--- config.mk ---
export PLATFORM = sky130hd
export DESIGN_NAME = spi_cfg_slave
export DESIGN_NICKNAME = d
export VERILOG_FILES = /design/src/rtl/spi_cfg_pkg.sv /design/src/rtl/spi_cfg_shifter.sv /design/src/rtl/spi_cfg_sequencer.sv /design/src/rtl/spi_cfg_regfile.sv /design/src/rtl/spi_cfg_readout.sv /design/src/rtl/spi_cfg_slave.sv
export SDC_FILE = /design/constraint.sdc
export NUM_CORES = 1
export LEC_CHECK = 0
export CAP_MARGIN = 0
export CORE_ASPECT_RATIO = 0.75
export CORE_MARGIN = 5
export CORE_UTILIZATION = 64
export DETAILED_ROUTE_END_ITERATION = 7
export DONT_BUFFER_PORTS = 1
export GPL_TIMING_DRIVEN = 0
export PLACE_DENSITY = 0.8
export SLEW_MARGIN = 20
export SYNTH_ARGS = -nofsm -noshare
export SYNTH_HDL_FRONTEND = slang
export SYNTH_HIERARCHICAL = 1
export SYNTH_SLANG_ARGS = --single-unit
--- constraint.sdc ---
create_clock -name sclk -period 3.43 [get_ports sclk]
set_input_delay 0.5145 -clock sclk [delete_from_list [all_inputs] [get_ports sclk]]
set_output_delay 0.5145 -clock sclk [all_outputs]
set_load 0.01 [all_outputs]
--- src/rtl/spi_cfg_pkg.sv ---
package spi_cfg_pkg;

  localparam int BYTE_W       = 8;
  localparam int ADDR_W       = 5;
  localparam int NREG         = 1 << ADDR_W;
  localparam int CNT_W        = $clog2(BYTE_W);
  localparam int LEN_W        = 3;
  localparam int CTRL_ADDR    = 0;
  localparam int CTRL_LSB_BIT = 6;
  localparam int CTRL_SDO_BIT = 7;

  typedef struct packed {
    logic              rd;
    logic [1:0]        len;
    logic [ADDR_W-1:0] addr;
  } instr_t;

  // Whole byte formed from the seven held bits plus the bit on the pin now.
  function automatic logic [BYTE_W-1:0] join_byte(input logic lsb,
                                                  input logic [BYTE_W-2:0] held,
                                                  input logic b);
    return lsb ? {b, held} : {held, b};
  endfunction

  // Held bits after this edge, taken from the joined byte.
  function automatic logic [BYTE_W-2:0] keep_bits(input logic lsb,
                                                  input logic [BYTE_W-1:0] joined);
    return lsb ? joined[BYTE_W-1:1] : joined[BYTE_W-2:0];
  endfunction

  function automatic logic [LEN_W-1:0] burst_bytes(input logic [1:0] code);
    return LEN_W'(code) + LEN_W'(1);
  endfunction

  function automatic logic [ADDR_W-1:0] step_addr(input logic lsb,
                                                  input logic [ADDR_W-1:0] a);
    return lsb ? a + ADDR_W'(1) : a - ADDR_W'(1);
  endfunction

  // Bit of the read byte that goes out at bit slot 'slot'.
  function automatic logic [CNT_W-1:0] out_index(input logic lsb,
                                                 input logic [CNT_W-1:0] slot);
    return lsb ? slot : CNT_W'(BYTE_W - 1) - slot;
  endfunction

endpackage

--- src/rtl/spi_cfg_shifter.sv ---
module spi_cfg_shifter
  import spi_cfg_pkg::*;
(
  input  logic              sclk,
  input  logic              port_clr,
  input  logic              sdio_i,
  input  logic              lsb,
  output logic [CNT_W-1:0]  bit_cnt,
  output logic              byte_done,
  output logic [BYTE_W-1:0] byte_val
);

  logic [BYTE_W-2:0] held;

  assign byte_val  = join_byte(lsb, held, sdio_i);
  assign byte_done = (bit_cnt == CNT_W'(BYTE_W - 1));

  always_ff @(posedge sclk or posedge port_clr) begin
    if (port_clr) begin
      bit_cnt <= '0;
      held    <= '0;
    end else begin
      bit_cnt <= bit_cnt + CNT_W'(1);
      held    <= keep_bits(lsb, byte_val);
    end
  end

endmodule

--- src/rtl/spi_cfg_sequencer.sv ---
module spi_cfg_sequencer
  import spi_cfg_pkg::*;
(
  input  logic              sclk,
  input  logic              port_clr,
  input  logic              lsb,
  input  logic              byte_done,
  input  logic [BYTE_W-1:0] byte_val,
  output logic              instr_done,
  output logic              wr_en,
  output logic [ADDR_W-1:0] wr_addr,
  output logic [BYTE_W-1:0] wr_data,
  output logic              rd_active,
  output logic [ADDR_W-1:0] cur_addr
);

  logic             in_data;
  logic             is_rd;
  logic [LEN_W-1:0] left;
  instr_t           ins;

  assign ins        = instr_t'(byte_val);
  assign instr_done = byte_done && !in_data;
  assign wr_en      = byte_done && in_data && !is_rd && (left != '0);
  assign wr_addr    = cur_addr;
  assign wr_data    = byte_val;
  assign rd_active  = in_data && is_rd && (left != '0);

  always_ff @(posedge sclk or posedge port_clr) begin
    if (port_clr) begin
      in_data  <= 1'b0;
      is_rd    <= 1'b0;
      left     <= '0;
      cur_addr <= '0;
    end else if (instr_done) begin
      in_data  <= 1'b1;
      is_rd    <= ins.rd;
      left     <= burst_bytes(ins.len);
      cur_addr <= ins.addr;
    end else if (byte_done && (left != '0)) begin
      left     <= left - LEN_W'(1);
      cur_addr <= step_addr(lsb, cur_addr);
    end
  end

endmodule

--- src/rtl/spi_cfg_regfile.sv ---
module spi_cfg_regfile
  import spi_cfg_pkg::*;
(
  input  logic                   sclk,
  input  logic                   rst_n,
  input  logic                   wr_en,
  input  logic [ADDR_W-1:0]      wr_addr,
  input  logic [BYTE_W-1:0]      wr_data,
  input  logic [ADDR_W-1:0]      rd_addr,
  output logic [BYTE_W-1:0]      rd_byte,
  output logic                   lsb,
  output logic                   sdo_mode,
  output logic [NREG*BYTE_W-1:0] reg_q
);

  logic [BYTE_W-1:0] regs [NREG];

  always_ff @(posedge sclk or negedge rst_n) begin
    if (!rst_n) begin
      for (int i = 0; i < NREG; i++) regs[i] <= '0;
    end else if (wr_en) begin
      regs[wr_addr] <= wr_data;
    end
  end

  for (genvar g = 0; g < NREG; g++) begin : g_flat
    assign reg_q[g*BYTE_W +: BYTE_W] = regs[g];
  end

  assign rd_byte  = regs[rd_addr];
  assign lsb      = regs[CTRL_ADDR][CTRL_LSB_BIT];
  assign sdo_mode = regs[CTRL_ADDR][CTRL_SDO_BIT];

endmodule

--- src/rtl/spi_cfg_readout.sv ---
module spi_cfg_readout
  import spi_cfg_pkg::*;
(
  input  logic              sclk,
  input  logic              port_clr,
  input  logic              lsb,
  input  logic              sdo_mode,
  input  logic              rd_active,
  input  logic [CNT_W-1:0]  bit_cnt,
  input  logic [BYTE_W-1:0] rd_byte,
  output logic              sdio_o,
  output logic              sdio_oe,
  output logic              sdo
);

  logic out_q;

  always_ff @(negedge sclk or posedge port_clr) begin
    if (port_clr) out_q <= 1'b0;
    else          out_q <= rd_active ? rd_byte[out_index(lsb, bit_cnt)] : 1'b0;
  end

  assign sdio_o  = sdo_mode ? 1'b0 : out_q;
  assign sdo     = sdo_mode ? out_q : 1'b0;
  assign sdio_oe = rd_active && !sdo_mode;

endmodule

--- src/rtl/spi_cfg_slave.sv ---
module spi_cfg_slave
  import spi_cfg_pkg::*;
(
  input  logic                   rst_n,
  input  logic                   sclk,
  input  logic                   csb,
  input  logic                   sdio_i,
  output logic                   sdio_o,
  output logic                   sdio_oe,
  output logic                   sdo,
  output logic [NREG*BYTE_W-1:0] reg_q
);

  logic              port_clr;
  logic              lsb;
  logic              sdo_mode;
  logic [CNT_W-1:0]  bit_cnt;
  logic              byte_done;
  logic [BYTE_W-1:0] byte_val;
  logic              instr_done;
  logic              wr_en;
  logic [ADDR_W-1:0] wr_addr;
  logic [BYTE_W-1:0] wr_data;
  logic              rd_active;
  logic [ADDR_W-1:0] cur_addr;
  logic [BYTE_W-1:0] rd_byte;

  assign port_clr = csb || !rst_n;

  spi_cfg_shifter u_shift (
    .sclk(sclk), .port_clr(port_clr), .sdio_i(sdio_i), .lsb(lsb),
    .bit_cnt(bit_cnt), .byte_done(byte_done), .byte_val(byte_val)
  );

  spi_cfg_sequencer u_seq (
    .sclk(sclk), .port_clr(port_clr), .lsb(lsb),
    .byte_done(byte_done), .byte_val(byte_val), .instr_done(instr_done),
    .wr_en(wr_en), .wr_addr(wr_addr), .wr_data(wr_data),
    .rd_active(rd_active), .cur_addr(cur_addr)
  );

  spi_cfg_regfile u_regs (
    .sclk(sclk), .rst_n(rst_n), .wr_en(wr_en), .wr_addr(wr_addr),
    .wr_data(wr_data), .rd_addr(cur_addr), .rd_byte(rd_byte),
    .lsb(lsb), .sdo_mode(sdo_mode), .reg_q(reg_q)
  );

  spi_cfg_readout u_out (
    .sclk(sclk), .port_clr(port_clr), .lsb(lsb), .sdo_mode(sdo_mode),
    .rd_active(rd_active), .bit_cnt(bit_cnt), .rd_byte(rd_byte),
    .sdio_o(sdio_o), .sdio_oe(sdio_oe), .sdo(sdo)
  );

endmodule

==> impl_metrics.ini <==
[setup_path]
cp_common_cell = mux4_2
start_kind = flop
cp-end-kind = flop
crit_buf_inv = 2
path_class = reg -> reg
arrival_ns = 3.62
cp_slowest_cell = mux4_2
cp_max_fo = 8
cp_slowest_stage_delay_ns = 0.54
crit_required_ns = 2.09
crit_chain = buf_12, buf_12, mux4_2, mux4_2, mux2_4, mux4_2, mux2i_1, nand3_1, o211a_4
critPathTopFamily = multiplexers

[sta]
hold_viol = 256
slew_headroom = 0.248
fin_skew_ns = 0.00834
slew_violations = 0
setup_viol = 1
rsz0062_at_grt = true
fin_ws_ns = -1.53
worst_pin_slew_ns = 1.12
tns_ns = -1.53
whs_ns = -0.320

[placement]
port_buffers = 0
gp_congestion = 0.951
hpwl_um = 28700
place_inst = 1110
placed_area_mm2 = 0.0137

[clock_network]
clkSinkCount = 277
cts_root_buffer = clkbuf_16
htree_levels = 1
cts_tree = built
clkSlewWorstSetupHoldPaths_ns = 0.06
clock_latency_ns = 0.54
cts_made_buffers = 27
cts_buffer_depth = 3

[drt]
wl_um = 39500
first_pass_iters = 5
drtIter0Drc = 771
routed-wl-met3_um = 5610
routed.top_layer = met4
wl_met1_um = 14000
wire_per_inst_um = 33.7
num_vias = 8152
wl_met2_um = 18400
via_per_inst = 6.96
drc = 0
ant_nets = 0

[outcome]
violations = hold timing, setup timing
outcome = finished with violations

[power]
peakVddDrop_v = 0.000457
p_seq_frac = 0.424
leakagePower_nw = 7.01
p_sw_mw = 3.19
combPwrFrac = 0.279
sw_frac_of_total = 0.318
internal_power_mw = 6.83
pwr-share-clk = 0.298
power_density_mw_per_mm2 = 681

[final_layout]
final_net_count = 906
syn_to_final_growth_pct = 11.1
multi_input_area_mm2 = 0.00588
num-fill-cells = 1242
final_cells = 1172
final_cell_area_mm2 = 0.0147
ff_latch_area_mm2 = 0.00693
antennaDiodeCount = 0
layout-drive-gt1-share = 0.518

[synthesis]
synth_cells = 852
ys_types = 54
yosys_warnings = 6
synth_top_area_share = 0.522
synth_most_common_cell = dfrtp_1
synth_top_flop_cell = dfrtp_1
syn_area_mm2 = 0.0132
seq_area_frac_synth = 0.524
yosys.area.top_type = dfrtp_1
synth_commonest_cells = dfrtp_1, mux2_2, mux4_2, clkbuf_1, nand2_1
synth_edf_count = 0
ys_seq_elements = 277
synthArstFlopShare = 1.00
synth_area_per_cell_um2 = 15.5
syn-num-nets = 865
synthTopCellsByArea = dfrtp_1, mux2_2, mux4_2, buf_4, mux2_4

[global_route]
grt_max_degree = 258
track_usage = 0.334
grt-ovfl-total = 0
antenna_found_initial = 0
grt_pass1_wl_um = 58700
grt_pass1_vias = 8656

[floorplanning]
core-area_mm2 = 0.0203
ios = 263
rows = 45
fp.dieH_um = 135
start_util = 0.653
fp.dieW_um = 176
dieArea_mm2 = 0.0237

[worst_hold_path]
hold_class = in -> async

[run]
cap_violations = 0
-- cells by family (layout without fill, tap and decap cells) --
logic type | Yosys count | count (layout) | synth area share
AOI/OAI and AO/OA | 28 | 28 | 0.0151
xor gates and xnor gates | 3 | 3 | 0.00199
adders and majority gates | 9 | 9 | 0.00907
buffers and inverters | 84 | 146 | 0.0338
DFF | 277 | 277 | 0.524
muxes | 363 | 363 | 0.381
and+or+nand+nor | 88 | 88 | 0.0353
-- power by group through the flow --
stage	clock network, mW	registers (mW)	logic (mW)
2_1_floorplan	0	4.09	2.02
3_3_place_gp	0	4.26	2.50
3_5_place_dp	0	4.30	2.57
4_1_cts	3.01	4.24	2.70
5_1_grt	3.15	4.28	2.94
6_report	2.98	4.24	2.79
-- worst reg2reg max path, cell delays in order, from the launching register on --
cell and delay, ns:
dfrtp_2 0.39, buf_12 0.17, buf_12 0.17, mux4_2 0.55, mux4_2 0.51, mux2_4 0.32, mux4_2 0.46, mux2i_1 0.21
nand3_1 0.12, o211a_4 0.18
-- final cells by class --
type,count,share of cell area
Buffer,72,0.0360
Clock buffer,45,0.0594
Clock inverter,5,0.00221
Inverter,12,0.00323
Multi-Input combinational cell,491,0.400
Sequential cell,277,0.471
Tap cell,258,0.0220
Timing Repair Buffer,12,0.00613
-- sequential cells by signal, indices dropped and copies added, names as in the netlist --
name and cells:
u_seq/in_data 1, u_shift/held 7, u_shift/bit_cnt 3, u_seq/is_rd 1, u_seq/left 3, u_seq/cur_addr 5
u_out/out_q 1, u_regs/lsb 1, u_regs/reg_q 255
-- per-layer routing --
| layer | vias up | track usage |
|---|---|---|
| met5 | - | 0 |
| met1 | 4309 | 0.430 |
| li1 | 3251 | - |
| met4 | 0 | 0.104 |
| met2 | 487 | 0.515 |
| met3 | 105 | 0.152 |
-- repair_timing --
item	in CTS	in global routing
gates resized for setup	15	1
setup endpoints to repair	1	1
endpoints found under the hold margin	256	256
buffers inserted	7	5
-- worst paths after layout --
| path | start | endpoint | slack [ns] | cells past startpoint |
|---|---|---|---|---|
| max | u_seq/cur_addr[1]$_DFFE_PP0P_ | u_out/out_q$_DFF_NP0_ | -1.53 | 9 |
| min | rst_n | u_regs/reg_q[205]$_DFFE_PN0P_ | -0.32 | 0 |
| max reg2reg | u_seq/cur_addr[1]$_DFFE_PP0P_ | u_out/out_q$_DFF_NP0_ | -1.53 | 9 |
| min reg2reg | u_shift/bit_cnt[0]$_DFF_PP0_ | u_shift/bit_cnt[0]$_DFF_PP0_ | 0.50 | 1 |
| max in group asynchronous | rst_n | u_out/out_q$_DFF_NP0_ | 1.61 | 2 |
| min in group sclk | sdio_i | u_shift/held[0]$_DFF_PP0_ | 0.13 | 1 |
-- per-stage QoR --
step           power (mW)   util  hold WS (ns)  setup slack (ns)
6_report             10.0  0.725        -0.320             -1.53
5_1_grt              10.4  0.725        -0.341             -1.55
4_1_cts              9.95  0.723        -0.338             -1.45
3_5_place_dp         6.86  0.674         0.227             -1.93
3_3_place_gp         6.76  0.674         0.228             -1.92
2_1_floorplan        6.10      -         0.219             -1.14
-- layout by cell type, fill, tap and decap left out, types with 2 or more instances in the layout --
cell type,n
a31oi_1,2
o22ai_1,2
o21ai_1,3
inv_6,2
clkbuf_16,27
nand2b_1,4
nor3b_1,4
ha_1,8
buf_4,33
nor4_1,2
buf_1,2
nand2_1,27
o21ai_0,3
nor2_2,5
xor2_1,2
mux2i_1,2
nor2_1,19
buf_12,8
dfrtp_1,275
clkbuf_8,14
mux2_4,12
a22oi_1,2
mux4_2,82
and3b_1,2
nand3_1,6
a21oi_1,7
inv_1,10
nand3b_1,5
and3_1,2
nor2b_1,3
clkinv_2,3
buf_6,5
clkbuf_1,38
mux2_2,267
Note: power is estimated with default switching activity, not from simulation.
